===== src/rtl/por_gen_pkg.sv =====
`timescale 1ns/1ps
package por_gen_pkg;
  // true when a count lies inside the half-open reset window
  function automatic logic in_window(int unsigned v, int unsigned lo, int unsigned hi);
    return (v >= lo) && (v < hi);
  endfunction
endpackage


===== src/rtl/por_gen_count.sv =====
`timescale 1ns/1ps
module por_gen_count #(
  parameter int unsigned W         = 4,
  parameter int unsigned HI        = 4,
  parameter bit          INIT_ONES = 1'b0
) (
  input  logic         clk_i,
  output logic [W-1:0] cnt_o
);
  localparam logic [W-1:0] INIT = INIT_ONES ? {W{1'b1}} : {W{1'b0}};
  localparam logic [W-1:0] STOP = W'(HI);

  // power-up value only; no reset by design
  logic [W-1:0] cnt_q = INIT;

  always_ff @(posedge clk_i) begin
    if (cnt_q != STOP) cnt_q <= cnt_q + W'(1);
  end

  assign cnt_o = cnt_q;
endmodule


===== src/rtl/por_gen_window.sv =====
`timescale 1ns/1ps
module por_gen_window #(
  parameter int unsigned W  = 4,
  parameter int unsigned LO = 2,
  parameter int unsigned HI = 4
) (
  input  logic         clk_i,
  input  logic [W-1:0] cnt_i,
  output logic         por_o
);
  logic por_q = 1'b0;

  always_ff @(posedge clk_i) begin
    por_q <= por_gen_pkg::in_window(int'(cnt_i), LO, HI);
  end

  assign por_o = por_q;
endmodule


===== src/rtl/por_gen_merge.sv =====
`timescale 1ns/1ps
module por_gen_merge (
  input  logic por_i,
  input  logic ext_rst_i,
  output logic rst_o
);
  assign rst_o = por_i | ext_rst_i;
endmodule


===== src/rtl/por_gen_top.sv =====
`timescale 1ns/1ps
module por_gen_top #(
  parameter int unsigned W         = 4,
  parameter int unsigned LO        = 2,
  parameter int unsigned HI        = 4,
  parameter bit          INIT_ONES = 1'b0
) (
  input  logic clk_i,
  input  logic ext_rst_i,
  output logic rst_o
);
  localparam int unsigned ALL_ONES = (1 << W) - 1;

  // all-ones start must sit outside the window and never be the stop value
  if (!(LO < HI && HI < ALL_ONES)) begin : g_cfg_bad
    $error("por_gen_top: need LO < HI < 2**W-1");
  end

  logic [W-1:0] cnt_w;
  logic         por_w;

  por_gen_count #(.W(W), .HI(HI), .INIT_ONES(INIT_ONES)) u_count (
    .clk_i (clk_i),
    .cnt_o (cnt_w)
  );

  por_gen_window #(.W(W), .LO(LO), .HI(HI)) u_window (
    .clk_i (clk_i),
    .cnt_i (cnt_w),
    .por_o (por_w)
  );

  por_gen_merge u_merge (
    .por_i     (por_w),
    .ext_rst_i (ext_rst_i),
    .rst_o     (rst_o)
  );
endmodule


===== config.mk =====
export PLATFORM = sky130hd
export DESIGN_NAME = por_gen_top
export DESIGN_NICKNAME = d
export VERILOG_FILES = /design/src/rtl/por_gen_pkg.sv /design/src/rtl/por_gen_count.sv /design/src/rtl/por_gen_window.sv /design/src/rtl/por_gen_merge.sv /design/src/rtl/por_gen_top.sv
export SDC_FILE = /design/constraint.sdc
export NUM_CORES = 1
export LEC_CHECK = 0
export ABC_AREA = 1
export BUFFER_PORTS_ARGS = -buffer_cell sky130_fd_sc_hd__buf_2
export CORE_AREA = 4 4 41 43
export CTS_CLUSTER_SIZE = 10
export DETAILED_ROUTE_END_ITERATION = 8
export DIE_AREA = 0 0 45 47
export GPL_TIMING_DRIVEN = 0
export PLACE_DENSITY = 0.37
export SYNTH_ARGS = -nofsm -noshare
export SYNTH_HDL_FRONTEND = slang
export SYNTH_SLANG_ARGS = --single-unit

===== constraint.sdc =====
create_clock -name clk_i -period 2.8 [get_ports clk_i]
set_clock_uncertainty 0.1 [all_clocks]
set_input_delay 0.56 -clock clk_i [delete_from_list [all_inputs] [get_ports clk_i]]
set_output_delay 0.56 -clock clk_i [all_outputs]
set_load 0.02 [all_outputs]

==> results.py <==
metrics = {
    "setup_path": {
        "reg2reg_to": "u_count.cnt_o[2]$_DFFE_PN_",
        "path_buf_inv": 2,
        "critPathLaunchType": "primary input",
        "cp_num_cells": 3,
        "r2r_slack_ns": 1.60,
        "crit_chain": "buf_2, or2_2, buf_2",
        "critPathSlowestCell": "or2_2",
        "critical_path_class": "primary input to output pin",
        "crit_end": "rst_o",
        "cp-startpoint": "ext_rst_i",
        "crit_required_ns": 2.14,
        "cp_top_family": "simple AND/OR/NAND/NOR gates",
        "arrival_ns": 1.08,
        "cp_common_cell": "buf_2",
        "reg2reg_depth": 2,
        "crit_fanout": 1,
        "rr_startpoint": "u_count.cnt_o[1]$_DFFE_PN_",
        "critPathMaxStageDelay_ns": 0.27,
        "end_kind": "output pin",
    },
    "logic_synthesis": {
        "synth_area_um2": 227.7,
        "synth.most_common_cell": "edfxtp_1",
        "ys_seq_area_frac": 0.6154,
        "synth_edf_count": 4,
        "synth_cell_types": 11,
        "synth_common_cells": "edfxtp_1 (4), inv_1 (3)",
        "synth_top_area_cell": "edfxtp_1",
        "synth_nets": 24,
        "async_flop_share": 0,
        "synth_top_area_frac": 0.5275,
        "synth_flop_cell": "edfxtp_1",
        "syn_area_per_cell_um2": 11.39,
        "synthTopCellsByArea": "edfxtp_1 (53%), ha_1 (11%), dfxtp_1 (8.8%), inv_1 (4.9%), nand3_1 (4.4%)",
        "yosysWarnings": 0,
        "syn_inst": 20,
        "ys_seq_elements": 5,
    },
    "sta": {
        "layout_min_cycle_time_ns": 1.741,
        "layout_setup_ws_ns": 1.059,
        "max_freq_ghz": 0.5745,
        "fin_crit_sh": 0.6216,
        "rsz0062_at_grt": "no",
        "setup_viol": 0,
        "slew_viol_final": 0,
        "hold_viol_final": 0,
        "tns_ns": 0,
        "tightest_slew_ns": 0.1954,
        "slew_headroom": 0.8693,
    },
    "cells_and_area": {
        "drive_gt1_frac": 0.2308,
        "nNetsFinal": 31,
        "antenna_cells": 0,
        "area_delta_synth_final_pct": 24.18,
    },
    "status": {
        "status": "complete, no violations",
    },
    "placement": {
        "port_buffers": 2,
        "pre_cts_slack_ns": 1.057,
        "gp_congestion": 0.7775,
        "dp_hpwl_um": 224,
    },
    "flow_run": {
        "max_cap_viol_count": 0,
    },
    "global_routing": {
        "grt_pass1_vias": 139,
        "met2_usage": 0.05085,
        "use_met3": 0.04598,
        "grt_busiest_layer": "met4",
        "grt-ovfl-total": 0,
        "grt_usage": 0.05155,
        "grt_pass1_wl_um": 593,
        "grt_max_degree": 7,
        "grt_antenna_before_repair": 0,
        "grt.met1_usage": 0.03908,
    },
    "power_and_ir_drop": {
        "irDropWorstVdd_mv": 0.2093,
        "total_power_mw": 0.1645,
        "powerDensity_mw_per_mm2": 581.6,
        "leakagePower_nw": 0.1166,
    },
    "clock_tree": {
        "hold_buffers": 0,
        "clkTransAtPathRegs_ns": 0.04,
        "cts_tree": "done",
        "clock_latency_ns": 0.24,
        "postCtsSetupRepairBufs": 0,
        "cts_buffer_depth": 2,
        "cts_sinks": 5,
        "htree_num_levels": 1,
        "cts_made_buffers": 3,
        "cts.root.buffer_cell": "clkbuf_4",
        "cts-resized-gates": 0,
    },
    "routing": {
        "wl_um": 301,
        "ant_nets": 0,
        "avgViaCountPerCell": 3.634,
        "firstDrtPassIters": 4,
        "wl_per_cell_um": 7.341,
        "vias": 149,
        "drc": 0,
        "drt_iter0_markers": 2,
    },
    "floorplanning": {
        "ios": 3,
        "core_mm2": 0.001301,
        "die_h_um": 47,
        "start_util": 0.1750,
        "die_area_mm2": 0.002115,
        "rows": 13,
        "fp.dieW_um": 45,
    },
    "worst_hold_path": {
        "hold_class": "flip-flop to flip-flop",
    },
}
-- layer usage --
layer | wire (µm) | vias up | part of all wire
met2 | 132 | 5 | 0.44
met1 | 118 | 61 | 0.39
met4 | 23 | 0 | 0.076
met3 | 26 | 4 | 0.086
met5 | 0 | - | 0
li1 | - | 79 | -
-- layout by cell type (no fill, tap or decap) --
cell / count
nand2_1: 2
xor2_1: 1
clkbuf_1: 1
ha_1: 2
nand3_1: 2
inv_1: 3
nor2_1: 2
dfxtp_1: 1
buf_2: 2
clkbuf_4: 3
edfxtp_1: 4
nand4_1: 1
or2_2: 1
nor3_1: 1
-- how the worst min path moves through the flow --
| stage | startpoint | to | slack (ns) | depth (start not counted) |
|---|---|---|---|---|
| 2_1_floorplan | u_count.cnt_o[3]$_DFFE_PN_ | u_window.por_o$_DFF_P_ | 0.34 | 1 |
| 3_5_place_dp | u_count.cnt_o[3]$_DFFE_PN_ | u_window.por_o$_DFF_P_ | 0.36 | 1 |
| 6_report | u_count.cnt_o[3]$_DFFE_PN_ | u_window.por_o$_DFF_P_ | 0.36 | 1 |
| 4_1_cts | u_count.cnt_o[3]$_DFFE_PN_ | u_window.por_o$_DFF_P_ | 0.36 | 1 |
| 5_1_grt | u_count.cnt_o[3]$_DFFE_PN_ | u_window.por_o$_DFF_P_ | 0.40 | 1 |
| 3_3_place_gp | u_count.cnt_o[3]$_DFFE_PN_ | u_window.por_o$_DFF_P_ | 0.37 | 1 |
-- cell type report --
type                       count  area, µm²
inverter                       3      11.26
sequential                     5      140.1
fill                         144       1018
clock buffer                   4      26.28
timing repair buffer           2      10.01
tap                           15      18.77
multi-input combinational     12      76.32
-- report_power, final --
group          total [mW]  switching, mW  leakage [nW]  internal (mW)
sequential         0.0794              0        0.0546         0.0794
clock              0.0821         0.0283        0.0150         0.0538
combinational     0.00289        0.00145        0.0470        0.00145
-- registers in the layout (all words and copies together), names as in the netlist --
register        flops
u_count.cnt_o       4
u_window.por_o      1
-- worst reg2reg max path, stage by stage, from the launching register on --
cell and delay [ns]:
edfxtp_1 0.46, ha_1 0.23, xor2_1 0.16
-- kinds of logic after synthesis --
group	share of synthesized area
xor+xnor	0.03847
fa+ha+maj	0.1099
buf+inv	0.04945
flops	0.6154
simple gates	0.1869
-- stage by stage --
step / instance area (µm²) / std cells / hold slack (ns) / util
floorplan: 227.7 / 20 / 0.3390 / -
global placement: 256.5 / 37 / 0.3727 / 0.1971
detailed placement: 256.5 / 37 / 0.3641 / 0.1971
CTS: 282.8 / 41 / 0.3620 / 0.2173
global route: 282.8 / 41 / 0.3959 / 0.2173
finish: 282.8 / 41 / 0.3577 / 0.2173
No activity file was read; power rests on OpenSTA's default activity.
